--- config.mk ---
export PLATFORM = sky130hd
export DESIGN_NAME = wdog_strobe_top
export DESIGN_NICKNAME = d
export VERILOG_FILES = /design/src/rtl/wdog_pkg.sv /design/src/rtl/wdog_ctl_reg.sv /design/src/rtl/wdog_down_cnt.sv /design/src/rtl/wdog_flag_unit.sv /design/src/rtl/wdog_strobe_top.sv
export SDC_FILE = /design/constraint.sdc
export NUM_CORES = 1
export LEC_CHECK = 0
export ABC_AREA = 1
export BUFFER_PORTS_ARGS = -buffer_cell sky130_fd_sc_hd__buf_2
export CAP_MARGIN = 20
export CORE_MARGIN = 8
export CORE_UTILIZATION = 30
export CTS_CLUSTER_DIAMETER = 100
export CTS_CLUSTER_SIZE = 40
export DETAILED_ROUTE_END_ITERATION = 7
export SETUP_SLACK_MARGIN = 0.1
export SLEW_MARGIN = 20
export SYNTH_ARGS = -nofsm -noshare
export SYNTH_HDL_FRONTEND = slang
export SYNTH_HIERARCHICAL = 1
export SYNTH_SLANG_ARGS = --single-unit
--- constraint.sdc ---
create_clock -name clk -period 3.75 [get_ports clk]
set_input_delay 0 -clock clk [delete_from_list [all_inputs] [get_ports clk]]
set_output_delay 0 -clock clk [all_outputs]
set_load 0.1 [all_outputs]
--- src/rtl/wdog_pkg.sv ---
package wdog_pkg;
  localparam int unsigned LOAD_W   = 6;
  localparam int unsigned CTL_W    = LOAD_W + 2;
  localparam int unsigned STB_BIT  = LOAD_W + 1;
  localparam int unsigned LOCK_BIT = LOAD_W;
endpackage

--- src/rtl/wdog_ctl_reg.sv ---
module wdog_ctl_reg #(
  parameter int unsigned LW = wdog_pkg::LOAD_W
) (
  input  logic          clk,
  input  logic          rst_n,
  input  logic          wr,
  input  logic [LW+1:0] wdata,
  output logic [LW-1:0] load_q,
  output logic [LW-1:0] load_nx,
  output logic          lock_q,
  output logic          strobe
);
  localparam int unsigned STB  = LW + 1;
  localparam int unsigned LOCK = LW;

  // load field is writable only by a byte that clears the lock bit
  always_comb begin
    load_nx = load_q;
    if (wr && !wdata[LOCK]) load_nx = wdata[LW-1:0];
  end

  assign strobe = wr && wdata[STB];

  always_ff @(posedge clk or negedge rst_n) begin
    if (!rst_n) begin
      load_q <= '0;
      lock_q <= 1'b1;
    end else begin
      load_q <= load_nx;
      if (wr) lock_q <= wdata[LOCK];
    end
  end
endmodule

--- src/rtl/wdog_down_cnt.sv ---
module wdog_down_cnt #(
  parameter int unsigned LW = wdog_pkg::LOAD_W
) (
  input  logic          clk,
  input  logic          rst_n,
  input  logic          strobe,
  input  logic [LW-1:0] load_nx,
  input  logic          step,
  output logic [LW-1:0] count,
  output logic          expire
);
  localparam logic [LW-1:0] ONE = LW'(1);

  logic enabled;
  assign enabled = (load_nx != '0);
  assign expire  = !strobe && enabled && step && (count == ONE);

  always_ff @(posedge clk or negedge rst_n) begin
    if (!rst_n) begin
      count <= '0;
    end else if (strobe) begin
      count <= load_nx;            // reload beats a coincident tick
    end else if (!enabled) begin
      count <= '0;                 // zero load value disables
    end else if (step && count != '0) begin
      count <= count - ONE;
    end
  end
endmodule

--- src/rtl/wdog_flag_unit.sv ---
module wdog_flag_unit (
  input  logic clk,
  input  logic rst_n,
  input  logic expire,
  input  logic flag_rd,
  input  logic irq_en,
  output logic flag,
  output logic irq
);
  always_ff @(posedge clk or negedge rst_n) begin
    if (!rst_n)       flag <= 1'b0;
    else if (expire)  flag <= 1'b1;  // a new timeout outranks the read clear
    else if (flag_rd) flag <= 1'b0;
  end

  assign irq = flag && irq_en;
endmodule

--- src/rtl/wdog_strobe_top.sv ---
module wdog_strobe_top #(
  parameter int unsigned LOAD_W = wdog_pkg::LOAD_W,
  localparam int unsigned CW    = LOAD_W + 2
) (
  input  logic              clk,
  input  logic              rst_n,
  input  logic              ctl_wr,
  input  logic [CW-1:0]     ctl_wdata,
  output logic [CW-1:0]     ctl_rdata,
  input  logic              tick,
  input  logic              osc_run,
  input  logic              flag_rd,
  input  logic              irq_en,
  output logic [LOAD_W-1:0] wd_count,
  output logic              wd_flag,
  output logic              irq_req
);
  logic [LOAD_W-1:0] load_q, load_nx;
  logic              lock_q, strobe, expire;

  wdog_ctl_reg #(.LW(LOAD_W)) u_ctl (
    .clk(clk), .rst_n(rst_n), .wr(ctl_wr), .wdata(ctl_wdata),
    .load_q(load_q), .load_nx(load_nx), .lock_q(lock_q), .strobe(strobe)
  );

  wdog_down_cnt #(.LW(LOAD_W)) u_cnt (
    .clk(clk), .rst_n(rst_n), .strobe(strobe), .load_nx(load_nx),
    .step(tick && osc_run), .count(wd_count), .expire(expire)
  );

  wdog_flag_unit u_flag (
    .clk(clk), .rst_n(rst_n), .expire(expire), .flag_rd(flag_rd),
    .irq_en(irq_en), .flag(wd_flag), .irq(irq_req)
  );

  assign ctl_rdata = {1'b0, lock_q, load_q};
endmodule

# After elaboration in Yosys (flattened, before gate mapping)
# Cells that the tools add are included.
classes:
  n_addsub: 1
  eq_ne: 2
  n_mux: 6
  n_reduce_logical: 13
ops:
  columns: ["operator", "n"]
  rows:
  - ["$mux W6", 4]
  - ["$reduce_bool A6 Y1", 2]
  - ["$logic_and A1 B1 Y1", 8]
  - ["$eq A6 B1 Y1 const B", 1]
  - ["$sub A6 B1 Y6 const B", 1]
  - ["$ne A3 B2 Y1 const B", 1]
  - ["$logic_not A1 Y1", 2]
  - ["$mux W1", 2]
  - ["$reduce_bool A2 Y1", 1]
word_totals:
  regBits: 14
  in_bits: 15
  output_inout_bits: 16
  elab_cells: 26

# Depth between registers and ports, before layout
logic_depth:
  ltp_word: 8
  depth_mapped: 12
  depth_no_buf: 12

# By module
# Netlist, hierarchy kept.
modules_own_cells:
  columns: ["module", "n_inst", "cells_per_inst", "area_each_um2", "seq_area_each_um2"]
  rows:
  - ["wdog_down_cnt", 1, 68, 461.7, 150.1]
  - ["wdog_ctl_reg", 1, 32, 296.5, 176.4]
  - ["wdog_flag_unit", 1, 7, 47.5, 25.0]
  - ["wdog_strobe_top", 1, 5, 26.3, 0.0]

# Worst setup path before layout
# OpenSTA, ideal clock, no wires.
synth_path:
  path_type: "register to register"
  start: "reg u_cnt.count[0]"
  end: "reg u_cnt.count[3]"
  setup_ns: 0.120
  arrival_time_ns: 1.834
  required_ns: 3.630
  path_slack_ns: 1.796
  path_stages_with_launch: 9
  n_path_buf: 0
  synth_period_minus_slack_ns: 1.954
  cell_sequence: "dfrtp_1 > inv_1 > ha_1 > inv_1 > o21ai_2 > nand2_4 > clkinv_2 > nand2_1 > nand2_1"
synth_via:
  elab_chain_len: 4
  elab_cells_between_ends: 7
  classes_between: "add/sub (1); eq/ne (1); mux (3); reduce/logical (2)"
synth_lines:
  columns: ["element", "line", "text"]
  rows:
  - ["start, declared", "wdog_down_cnt.sv:9", "output logic [LW-1:0] count,"]
  - ["start signal, assigned", "wdog_down_cnt.sv:22", "count <= load_nx;"]
  - ["start signal, assigned", "wdog_down_cnt.sv:26", "count <= count - ONE;"]
  - ["$sub A6 B1 Y6", "wdog_down_cnt.sv:26", null]
  - ["$mux W6", "wdog_down_cnt.sv:25", "end else if (step && count != '0) begin"]
  - ["$mux W6", "wdog_down_cnt.sv:23", "end else if (!enabled) begin"]
  - ["$mux W6", "wdog_down_cnt.sv:21", "end else if (strobe) begin"]
# Several ways; a longest one is shown, not always the timed one. The select of a mux whose other input is x is not followed.
# A chain may end at the register's enable or synchronous reset.

# Final worst setup path
layout_path:
  start: "reg u_ctl.load_q[5]"
  end: "reg u_cnt.count[4]"
layout_via:
  elab_chain_len: 4
  elab_cells_between_ends: 5
  classes_between: "eq/ne (1); mux (3); reduce/logical (1)"
layout_lines:
  columns: ["element", "line", "text"]
  rows:
  - ["start, declared", "wdog_ctl_reg.sv:8", "output logic [LW-1:0] load_q,"]
  - ["start signal, assigned", "wdog_ctl_reg.sv:29", "load_q <= load_nx;"]
  - ["$mux W6 (*)", "wdog_ctl_reg.sv:19", "if (wr && !wdata[LOCK]) load_nx = wdata[LW-1:0];"]
  - ["net load_nx[5]", "wdog_strobe_top.sv:18", "logic [LOAD_W-1:0] load_q, load_nx;"]
  - ["$reduce_bool A6 Y1 (*)", "wdog_down_cnt.sv:15", "assign enabled = (load_nx != '0);"]
  - ["$mux W6", "wdog_down_cnt.sv:23", null]
  - ["$mux W6", "wdog_down_cnt.sv:21", null]
# The timed path passes the listed nets; every way through them passes the cells marked *.

==> metrics <==
fin nets=163; vias per std cell=4.37; Detail Route Antenna Nets=0; Synth Instances=112; status=completed; layout cells sized above 1=31.3%; gr usage total=8.82%; CP required=3.92 ns; I/O Buffers=29; RSZ-0062 raised after global routing=no; DRC Markers=0; Fin Setup TNS=0 ns; EDFF count, synth=0; crit start category=flop; synth top area cells=dfrtp_1 39%, nand2_1 20%, nand3_1 5.4%, ha_1 4.5%, inv_1 4.1%; CTS H-tree depth=1; min cycle time layout=1.38 ns; commonest cells in the synthesized netlist=45 x nand2_1, 13 x dfrtp_1, 9 x inv_1, 9 x nand3_1, 5 x nor2_1; hold path depth=3; largest net degree at the start of global routing=15; maxcap violations=0; post-synth net total=130; final setup fails=0; Clk Latency, worst-skew pair=0.27 ns; Detailed Routing Iterations Pass 1=4; final period utilization=36.9%; area delta synth->final=25.7%; post-layout util=38.9%; worst vdd ir=0.546 mV; Syn Area/Cell=7.43 um^2; via count=765; Max FO, Critical Path=10; Die X-Extent=68.7 um; initial cell density of the core=31.0%; most common cell in the synthesized netlist=nand2_1; clk buf depth=2; DIE HEIGHT=68.7 um; pwr dens=861 nW/um^2; Clk pin slew, worst setup/hold paths=0.09 ns; largest area contributor in the netlist=dfrtp_1; drt first-iter violations=9; clk sinks=14; Synth Flop Type=dfrtp_1; global-route wire length before repair=3170 um; post-synth cell types=22; Critical Path Sink Type=flop; Final Max Slew Viols=0; core area=2690 um^2; Max Clock Skew=0.00412 ns; number of global-route vias before repair=739; R2R depth=10; Core Rows=19; Root Buffer=clkbuf_4; Antenna diodes=0; grt total ovfl=0; die footprint=4710 um^2; CTS tree=done; # IOs=31; WS Path Type=reg -> reg; Final Hold Fails=0; initial antenna violation count=0; Static Leak=0.604 nW; Inserted Clock Buffers=3; worst min-delay path category=in -> reg; DRT Wirelength=1950 um; Yosys reg bits=14; synthesized area=832 um^2; sequential share of the synthesized area=42.3%; Fmax=722 MHz; WP data arrival=1.56 ns; GPL Wtd Cong=0.784; post-synthesis async set-or-reset flop share=100%; routed length per instance=11.1 um; detailed placement HPWL=1590 um; post-synth top area share=39.1%; Syn. warnings=6; overall power=0.901 mW
## critical path, cell delays in order (launching register included)
cell and delay, ns:
dfrtp_1 0.39, nand2_1 0.07, nand2_1 0.09, nor2_1 0.13, nand3_1 0.08, nand2_1 0.14, inv_2 0.08, nand2_4 0.12
clkinv_2 0.07, nand2_1 0.05, nand2_1 0.05
## what timing repair did
action / 4_1_cts / 5_1_grt
hold buffers: 2 / 0
endpoints found under the hold margin: 15 / 0
setup buffers: 0 / 0
resized for setup: 0 / 0
## cell families after synthesis
kind of cell	synth area share (%)
simple gates	34.7
buf+inv	9.62
xor+xnor	3.16
other cells	0.451
fa+ha+maj	4.51
compound gates	5.26
flops	42.3
## final timing paths
check | from | endpoint | slack (ns)
max | u_ctl/load_q[5] | u_cnt/count[4] | 2.37
min | ctl_wdata[2] | u_ctl/load_q[2] | 0.008
max reg2reg | u_ctl/load_q[5] | u_cnt/count[4] | 2.37
min reg2reg | u_ctl/lock_q | u_ctl/lock_q | 0.49
min in group asynchronous | rst_n | u_ctl/load_q[2] | 0.14
max in group asynchronous | rst_n | u_ctl/lock_q | 3.33
## per-stage QoR
| step | hold slack (ns) | cell area, um^2 | setup slack [ns] | std cells |
|---|---|---|---|---|
| 2_1_floorplan | -0.296 | 832 | 1.80 | 112 |
| 3_3_place_gp | -0.0856 | 990 | 2.42 | 169 |
| 3_5_place_dp | -0.0832 | 990 | 2.35 | 169 |
| 4_1_cts | 0.000289 | 1050 | 2.34 | 175 |
| 5_1_grt | 0.0124 | 1050 | 2.24 | 175 |
| 6_report | 0.00765 | 1050 | 2.37 | 175 |
## area by class of cell
| class | instances | area (um^2) |
|---|---|---|
| Tap cell | 31 | 38.8 |
| Fill cell | 287 | 1640 |
| Inverter | 14 | 53.8 |
| Timing Repair Buffer | 31 | 165 |
| Sequential cell | 14 | 352 |
| Clock buffer | 4 | 36.3 |
| Multi-Input combinational cell | 81 | 400 |
## where the power goes
part,switching (mW),internal [mW],leakage [nW]
logic,0.447,0.118,0.409
clock network,0.0467,0.0590,0.0210
registers,0.0399,0.190,0.174
total,0.534,0.367,0.604
## sequential cells by signal, summed over array words and instances, names as in the netlist
name and flops:
u_flag/flag 1, u_ctl/load_q 6, u_ctl/lock_q 1, u_cnt/count 6
## placed cells by master, fill, tap and decap left out, drive strengths merged
cell and count:
a21oi 1, buf 29, clkbuf 4, clkinv 1
conb 1, dfrtp 13, dfstp 1, dlygate4sd3 2
ha 3, inv 13, nand2 47, nand3 10
nand4 1, nor2 7, nor3 1, o21ai 7
xnor2 3
## layer usage
| layer | track usage, % | vias up | routed length [um] |
|---|---|---|---|
| li1 | - | 410 | - |
| met1 | 11.1 | 325 | 922 |
| met2 | 12.7 | 28 | 773 |
| met3 | 3.23 | 2 | 233 |
| met4 | 5.12 | 0 | 17 |
| met5 | 0 | - | 0 |
Note: power is estimated with default switching activity, not from simulation.
